**config.mk**
```make
export PLATFORM = sky130hd
export DESIGN_NAME = fuse_row_reader
export DESIGN_NICKNAME = d
export VERILOG_FILES = /design/src/rtl/fuse_rd_pkg.sv /design/src/rtl/fuse_rd_decode.sv /design/src/rtl/fuse_rd_ctrl.sv /design/src/rtl/fuse_rd_datareg.sv /design/src/rtl/fuse_row_reader.sv
export SDC_FILE = /design/constraint.sdc
export NUM_CORES = 1
export LEC_CHECK = 0
export BUFFER_PORTS_ARGS = -buffer_cell sky130_fd_sc_hd__buf_2
export CORE_MARGIN = 3
export CORE_UTILIZATION = 30
export CTS_BUF_LIST = sky130_fd_sc_hd__clkbuf_4 sky130_fd_sc_hd__clkbuf_8
export DETAILED_ROUTE_END_ITERATION = 12
export GPL_ROUTABILITY_DRIVEN = 0
export PLACE_DENSITY = 0.59
export SYNTH_ARGS = -nofsm -noshare
export SYNTH_HDL_FRONTEND = slang
export SYNTH_SLANG_ARGS = --single-unit
```
**constraint.sdc**
```tcl
create_clock -name clk -period 3.5 [get_ports clk]
set_input_delay 0.175 -clock clk [delete_from_list [all_inputs] [get_ports clk]]
set_output_delay 0.175 -clock clk [all_outputs]
set_load 0.005 [all_outputs]
```
**src/rtl/fuse_rd_pkg.sv**
```systemverilog
package fuse_rd_pkg;
  typedef enum logic [0:0] {
    ST_IDLE = 1'b0,
    ST_WAIT = 1'b1
  } rd_state_e;
endpackage

```
**src/rtl/fuse_rd_decode.sv**
```systemverilog
// Splits the packed request address and flags the protected key window.
module fuse_rd_decode #(
  parameter int PAGE_W    = 4,
  parameter int ROW_W     = 8,
  parameter int COL_W     = 5,
  parameter int BLK_PAGE  = 0,
  parameter int BLK_FIRST = 12,
  parameter int BLK_LAST  = 35,
  localparam int ADDR_W   = PAGE_W + ROW_W + COL_W
) (
  input  logic [ADDR_W-1:0] addr,
  output logic [PAGE_W-1:0] page,
  output logic [ROW_W-1:0]  row,
  output logic              blocked
);
  assign page = addr[ADDR_W-1 -: PAGE_W];
  assign row  = addr[COL_W +: ROW_W];

  always_comb begin
    blocked = (page == PAGE_W'(BLK_PAGE)) &&
              ({1'b0, row} >= (ROW_W+1)'(BLK_FIRST)) &&
              ({1'b0, row} <= (ROW_W+1)'(BLK_LAST));
  end
endmodule

```
**src/rtl/fuse_rd_ctrl.sv**
```systemverilog
// Request acceptance, array fetch handshake and completion pulses.
module fuse_rd_ctrl
  import fuse_rd_pkg::*;
#(
  parameter int PAGE_W  = 4,
  parameter int ROW_W   = 8,
  localparam int AADR_W = PAGE_W + ROW_W
) (
  input  logic              clk,
  input  logic              rst_n,
  input  logic              req_valid,
  output logic              req_ready,
  input  logic [PAGE_W-1:0] page,
  input  logic [ROW_W-1:0]  row,
  input  logic              blocked,
  output logic              arr_req,
  output logic [AADR_W-1:0] arr_addr,
  input  logic              arr_valid,
  output logic              ld_en,
  output logic              ld_zero,
  output logic              done,
  output logic              err
);
  rd_state_e state;
  logic      accept;

  assign req_ready = (state == ST_IDLE);
  assign arr_req   = (state == ST_WAIT);
  assign accept    = req_valid && req_ready;
  assign ld_zero   = (state == ST_IDLE);
  assign ld_en     = (accept && blocked) || (arr_req && arr_valid);

  always_ff @(posedge clk or negedge rst_n) begin
    if (!rst_n) begin
      state    <= ST_IDLE;
      arr_addr <= '0;
      done     <= 1'b0;
      err      <= 1'b0;
    end else begin
      done <= 1'b0;
      err  <= 1'b0;
      unique case (state)
        ST_IDLE: begin
          if (accept) begin
            if (blocked) begin
              done <= 1'b1;
              err  <= 1'b1;
            end else begin
              state    <= ST_WAIT;
              arr_addr <= {page, row};
            end
          end
        end
        ST_WAIT: begin
          if (arr_valid) begin
            state <= ST_IDLE;
            done  <= 1'b1;
          end
        end
        default: state <= ST_IDLE;
      endcase
    end
  end

  AST_FETCH_HELD: assert property (@(posedge clk) disable iff (!rst_n)
    arr_req && !arr_valid |=> arr_req) else $error("fetch dropped early");
  AST_FETCH_ADDR_STABLE: assert property (@(posedge clk) disable iff (!rst_n)
    arr_req && !arr_valid |=> $stable(arr_addr)) else $error("fetch address moved");
  AST_BUSY_NOT_READY: assert property (@(posedge clk) disable iff (!rst_n)
    arr_req |-> !req_ready) else $error("ready while busy");
  AST_ERR_WITH_DONE: assert property (@(posedge clk) disable iff (!rst_n)
    err |-> done) else $error("error without done");
endmodule

```
**src/rtl/fuse_rd_datareg.sv**
```systemverilog
// Read-only capture register for the returned row.
module fuse_rd_datareg #(
  parameter int DATA_W = 32
) (
  input  logic              clk,
  input  logic              rst_n,
  input  logic              ld_en,
  input  logic              ld_zero,
  input  logic [DATA_W-1:0] ld_val,
  output logic [DATA_W-1:0] q
);
  always_ff @(posedge clk or negedge rst_n) begin
    if (!rst_n)     q <= '0;
    else if (ld_en) q <= ld_zero ? '0 : ld_val;
  end
endmodule

```
**src/rtl/fuse_row_reader.sv**
```systemverilog
module fuse_row_reader #(
  parameter int PAGE_W    = 4,
  parameter int ROW_W     = 8,
  parameter int COL_W     = 5,
  parameter int DATA_W    = 32,
  parameter int BLK_PAGE  = 0,
  parameter int BLK_FIRST = 12,
  parameter int BLK_LAST  = 35,
  localparam int ADDR_W   = PAGE_W + ROW_W + COL_W,
  localparam int AADR_W   = PAGE_W + ROW_W
) (
  input  logic              clk,
  input  logic              rst_n,
  input  logic              req_valid,
  output logic              req_ready,
  input  logic [ADDR_W-1:0] req_addr,
  output logic              arr_req,
  output logic [AADR_W-1:0] arr_addr,
  input  logic              arr_valid,
  input  logic [DATA_W-1:0] arr_data,
  output logic [DATA_W-1:0] rd_data,
  output logic              rd_done,
  output logic              rd_err
);
  logic [PAGE_W-1:0] dec_page;
  logic [ROW_W-1:0]  dec_row;
  logic              dec_blocked;
  logic              ld_en;
  logic              ld_zero;

  fuse_rd_decode #(
    .PAGE_W(PAGE_W), .ROW_W(ROW_W), .COL_W(COL_W),
    .BLK_PAGE(BLK_PAGE), .BLK_FIRST(BLK_FIRST), .BLK_LAST(BLK_LAST)
  ) u_dec (
    .addr(req_addr), .page(dec_page), .row(dec_row), .blocked(dec_blocked)
  );

  fuse_rd_ctrl #(.PAGE_W(PAGE_W), .ROW_W(ROW_W)) u_ctrl (
    .clk(clk), .rst_n(rst_n),
    .req_valid(req_valid), .req_ready(req_ready),
    .page(dec_page), .row(dec_row), .blocked(dec_blocked),
    .arr_req(arr_req), .arr_addr(arr_addr), .arr_valid(arr_valid),
    .ld_en(ld_en), .ld_zero(ld_zero), .done(rd_done), .err(rd_err)
  );

  fuse_rd_datareg #(.DATA_W(DATA_W)) u_data (
    .clk(clk), .rst_n(rst_n), .ld_en(ld_en), .ld_zero(ld_zero),
    .ld_val(arr_data), .q(rd_data)
  );

  AST_DATA_HOLDS: assert property (@(posedge clk) disable iff (!rst_n)
    !rd_done |-> $stable(rd_data)) else $error("data changed without done");
  AST_BLOCKED_ZERO: assert property (@(posedge clk) disable iff (!rst_n)
    rd_err |-> (rd_data == '0)) else $error("blocked read leaked data");
  AST_NO_FETCH_IN_WINDOW: assert property (@(posedge clk) disable iff (!rst_n)
    arr_req |-> !((arr_addr[AADR_W-1 -: PAGE_W] == PAGE_W'(BLK_PAGE)) &&
                  ({1'b0, arr_addr[ROW_W-1:0]} >= (ROW_W+1)'(BLK_FIRST)) &&
                  ({1'b0, arr_addr[ROW_W-1:0]} <= (ROW_W+1)'(BLK_LAST))))
    else $error("protected row fetched");
endmodule

```
Word-level counts from Yosys, hierarchy flattened
Cells that the tools add are included.

cells by class
  magnitude comparators = 2
  muxes and demuxes = 10
  bitwise operators = 2
  reduce and logical (&&, ||, !) cells = 8

operators by type and width
  cell                                                               number
  2-to-1 mux 32 bit                                                  1
  greater-or-equal comparator 8 x 4 -> 1 bit, second input constant  1
  <= comparator 8 x 6 -> 1 bit, second input constant                1
  2-to-1 mux 1 bit                                                   7
  logical AND 1 bit                                                  5
  logical NOT 4 bit                                                  1
  case mux 1 bit (2 select lines)                                    2
  AND reduction 3 bit                                                1
  inverter 1 bit                                                     2
  logical OR 1 bit                                                   1

storage, ports and cells
  register bits after elaboration = 47
  input bits = 53
  output and inout bits = 48
  logic and storage cells = 27

Depth between registers and ports, before layout
  depth after elaboration = 6
  gate-level depth with buffers = 6
  gate-level depth less buffers = 4

Hierarchy
A second synthesis with hierarchy kept.

unflattened totals
  cell total of the unflattened synthesis = 193
  area, all modules = 2114.5 um2

by module, submodules not included
  module           times used  cells an instance  area each (um2)  seq. area each (um2)
  fuse_rd_datareg  1           138                1407.6           800.8
  fuse_rd_ctrl     1           37                 580.6            375.4
  fuse_rd_decode   1           18                 126.4            0.0

Worst setup path after synthesis
Ideal clock, no wire load.

  path kind = in2reg
  start point = in req_addr[16]
  end point = reg u_ctrl.arr_addr[10]
  library setup time = 125 ps
  arrival time = 1397 ps
  data required time = 3375 ps
  path slack = 1977 ps
  stages on the path = 5
  buffers on the path = 1
  cells stage by stage = or4_1 nor3_2 a21oi_2 buf_6 mux2_4

between the ends
  longest elaborated chain between the ends = 5

ends and longest elaborated chain
  what                           RTL line               RTL
  from (decl)                    fuse_row_reader.sv:16  input logic [ADDR_W-1:0] req_addr,
  logical NOT 4 bit              fuse_rd_decode.sv:20   blocked = (page == PAGE_W'(BLK_PAGE)) &&
  logical AND 1 bit              fuse_rd_decode.sv:20
  logical AND 1 bit              fuse_rd_decode.sv:21   ({1'b0, row} >= (ROW_W+1)'(BLK_FIRST)) &&
  inverter 1 bit (no line)       --
  AND reduction 3 bit (no line)  --
  to (signal assigned)           fuse_rd_ctrl.sv:50     arr_addr <= {page, row};
  to (decl)                      fuse_rd_ctrl.sv:17     output logic [AADR_W-1:0] arr_addr,

No other way between the ends.
A chain may end at the register's enable or synchronous reset.

Worst setup path after layout
  start point = reg u_ctrl.state (netlist: u_ctrl.arr_req)
  end point = reg u_ctrl.arr_addr[1]

between the ends
  longest elaborated chain between the ends = 3

ends and longest elaborated chain
  what                             RTL line            RTL
  from (decl)                      fuse_rd_ctrl.sv:24  rd_state_e state;
  from (signal assigned)           fuse_rd_ctrl.sv:35  state <= ST_IDLE;
  from (signal assigned)           fuse_rd_ctrl.sv:49  state <= ST_WAIT;
  from (signal assigned)           fuse_rd_ctrl.sv:56  state <= ST_IDLE;
  inverter 1 bit (no line) *       --
  logical AND 1 bit                fuse_rd_ctrl.sv:29  assign accept = req_valid && req_ready;
  AND reduction 3 bit (no line) *  --

Every way passes the cells marked *; elsewhere a longest branch is shown, timed or not.

==> flow_summary_export.csv <==
group,metric,value,unit
layout,final_area,2540,um^2
layout,n_fill_cell,598,
logic_synthesis,synth_seq_cells,47,
sta,fin_crit,1.82,ns
logic_synthesis,syn_inst,180,
status,status,"completed",
floorplan,die_h,85.6,um
setup_path,arrival,2.00,ns
layout,nets,326,
drt,dr.pass1.iters,4,
sta,relSlewSlack,23.0,%
sta,tns,0,ns
placement,portBuffers,95,
drt,ant_nets,0,
floorplan,die_area,7320,um^2
global_route,antenna_found_initial,0,
cts,hold_buffers,0,
floorplan,row_count,28,
drt,drt-vias-per-instance,4.39,
pwr,power_per_cell_area,589,nW/um^2
sta,hold_slack,0.0461,ns
drt,drc_errors,0,
drt,drt_iter0_drc,41,
setup_path,required,3.68,ns
sta,max_freq,550,MHz
setup_path,end_kind,"register",
pwr,leakagePower,1.33,nW
cts,cts-root-buf,"clkbuf_8",
cts,clock-sinks,47,
cts,clock_path_buffers,2,
logic_synthesis,syn_area,1900,um^2
setup_path,crit_type,"reg2reg",
sta,setup_viol,0,
setup_path,startpoint_type,"register",
logic_synthesis,yosysSeqAreaShare,61.9,%
logic_synthesis,synthXorXnorAreaFrac,0,%
floorplan,coreArea,6030,um^2
sta,worst_pin_slew,1.15,ns
setup_path,reg2reg_depth,4,
placement,place_area,2420,um^2
floorplan,start_util,31.5,%
drt,via_count,1533,
layout,area_growth,33.7,%
cts,cts_buffers,5,
global_route,first_global_vias,1539,
cts,cts_setup_buffers,0,
cts,cts_tree,"done",
sta,rsz0062_at_grt,"false",
pwr,ir_drop,0.261,mV
global_route,grt_max_degree,48,
floorplan,io_pins,101,
min_path,hp-class,"in2async",
global_route,grt_first_pass_wirelength,7.35,mm
logic_synthesis,syn_nets,233,
run,drv_cap,0,
placement,hpwl,3.20,mm
global_route,grt_use_total,12.6,%
logic_synthesis,muxShareOfSynthArea,8.89,%
global_route,overflow,0,
layout,mostFrequentLayoutCells,"95 x buf_2, 66 x nand2_1, 47 x dfrtp_1, 33 x a21oi_1, 9 x mux2_4",
cts,h-tree-depth,2,
cts,clk_latency,0.29,ns
drt,wl,4.53,mm
cts,cts.clk_slew.worst_paths,0.09,ns
logic_synthesis,synth_compound_area_share,9.88,%
setup_path,crit_path_max_fanout,13,
sta,hold_viol_final,0,
sta,min_period_over_period,52.0,%
logic_synthesis,syn_area_per_cell,10.6,um^2
cts,cts-resized-gates,0,
floorplan,die_x,85.6,um
layout,antenna_cells,0,
logic_synthesis,synthAdderAreaFrac,0,%
layout,drive_gt1_share,44.5,%
logic_synthesis,synth_top_family_by_area,"simple AND/OR/NAND/NOR gates",
logic_synthesis,ys_types,18,
sta,final_max_slew_viol_count,0,
drt,post_drt_wl_per_cell,13.0,um
logic_synthesis,ys_warn_count,0,
logic_synthesis,synthSimpleGateAreaFrac,15.5,%
layout,layout_commonest_cell,"buf_2",
sta,fin_skew,0.00487,ns
## area by class of cell
class | instances | area (um^2) | area share (%)
Clock buffer | 6 | 82.6 | 3.25
Inverter | 2 | 7.51 | 0.296
Timing Repair Buffer | 97 | 490 | 19.3
Multi-Input combinational cell | 120 | 654 | 25.8
Clock inverter | 2 | 35.0 | 1.38
Tap cell | 75 | 93.8 | 3.69
Sequential cell | 47 | 1180 | 46.3
## cells in the mapped netlist
cell type | number | share of area (%)
buf_6 | 1 | 0.59
nand2_1 | 66 | 13
nor3_2 | 1 | 0.53
a21o_2 | 1 | 0.46
nand2b_1 | 1 | 0.33
dfrtp_1 | 47 | 62
and3b_2 | 1 | 0.53
mux2_4 | 9 | 7.1
buf_4 | 4 | 1.6
clkbuf_1 | 6 | 1.2
a21oi_2 | 1 | 0.46
nor2_1 | 1 | 0.20
a21oi_1 | 33 | 8.7
inv_1 | 2 | 0.40
mux2_2 | 3 | 1.8
o21ai_1 | 1 | 0.26
or4b_1 | 1 | 0.53
or4_1 | 1 | 0.40
## state kept, by name, summed over array words and instances, names as in the netlist
name	cells
u_ctrl.err	1
u_ctrl.arr_req	1
u_ctrl.done	1
u_ctrl.arr_addr	12
u_data.q	32
## metal layers
| metal | global-route usage [%] | vias up | routed length (um) |
|---|---|---|---|
| met2 | 21.3 | 54 | 2200 |
| li1 | - | 770 | - |
| met1 | 16.1 | 704 | 1980 |
| met3 | 3.07 | 5 | 304 |
| met5 | 0 | - | 0 |
| met4 | 3.88 | 0 | 38 |
## critical path, stage by stage (launching register included)
cell and delay [ns]:
dfrtp_1 0.41, inv_1 0.12, nand2_1 0.09, a21oi_2 0.67, mux2_2 0.42
## power by group
part | total [mW] | leakage, nW | internal (mW) | switching, mW
registers | 0.726 | 0.575 | 0.665 | 0.0615
clock network | 0.408 | 0.0612 | 0.231 | 0.177
logic | 0.362 | 0.696 | 0.196 | 0.166
total | 1.50 | 1.33 | 1.09 | 0.404
## metrics by stage
step,utilization [%],power [mW],setup WS [ns],std cells
6_report,42.2,1.50,1.68,349
5_1_grt,42.2,1.60,1.56,349
4_1_cts,42.2,1.53,1.65,349
3_5_place_dp,40.2,1.11,1.46,341
3_3_place_gp,40.2,1.10,1.55,341
2_1_floorplan,-,0.911,1.98,180
## path summary, 6_finish.rpt
path	startpoint	to	slack [ns]
setup / recovery	u_ctrl.arr_req	u_ctrl.arr_addr[1]	1.68
hold / removal	rst_n	u_data.q[23]	0.05
setup reg to reg	u_ctrl.arr_req	u_ctrl.arr_addr[1]	1.68
hold reg to reg	u_ctrl.arr_addr[10]	u_ctrl.arr_addr[10]	0.51
max in group asynchronous	rst_n	u_data.q[17]	2.80
min in group clk	arr_data[1]	u_data.q[1]	0.11
## cell families after synthesis
logic type             count (synthesis)
muxes                                 12
and+or+nand+nor                       72
buffers and inverters                 13
DFF                                   47
AOI/OAI and AO/OA                     36
Power figures use the tool's default switching activity.
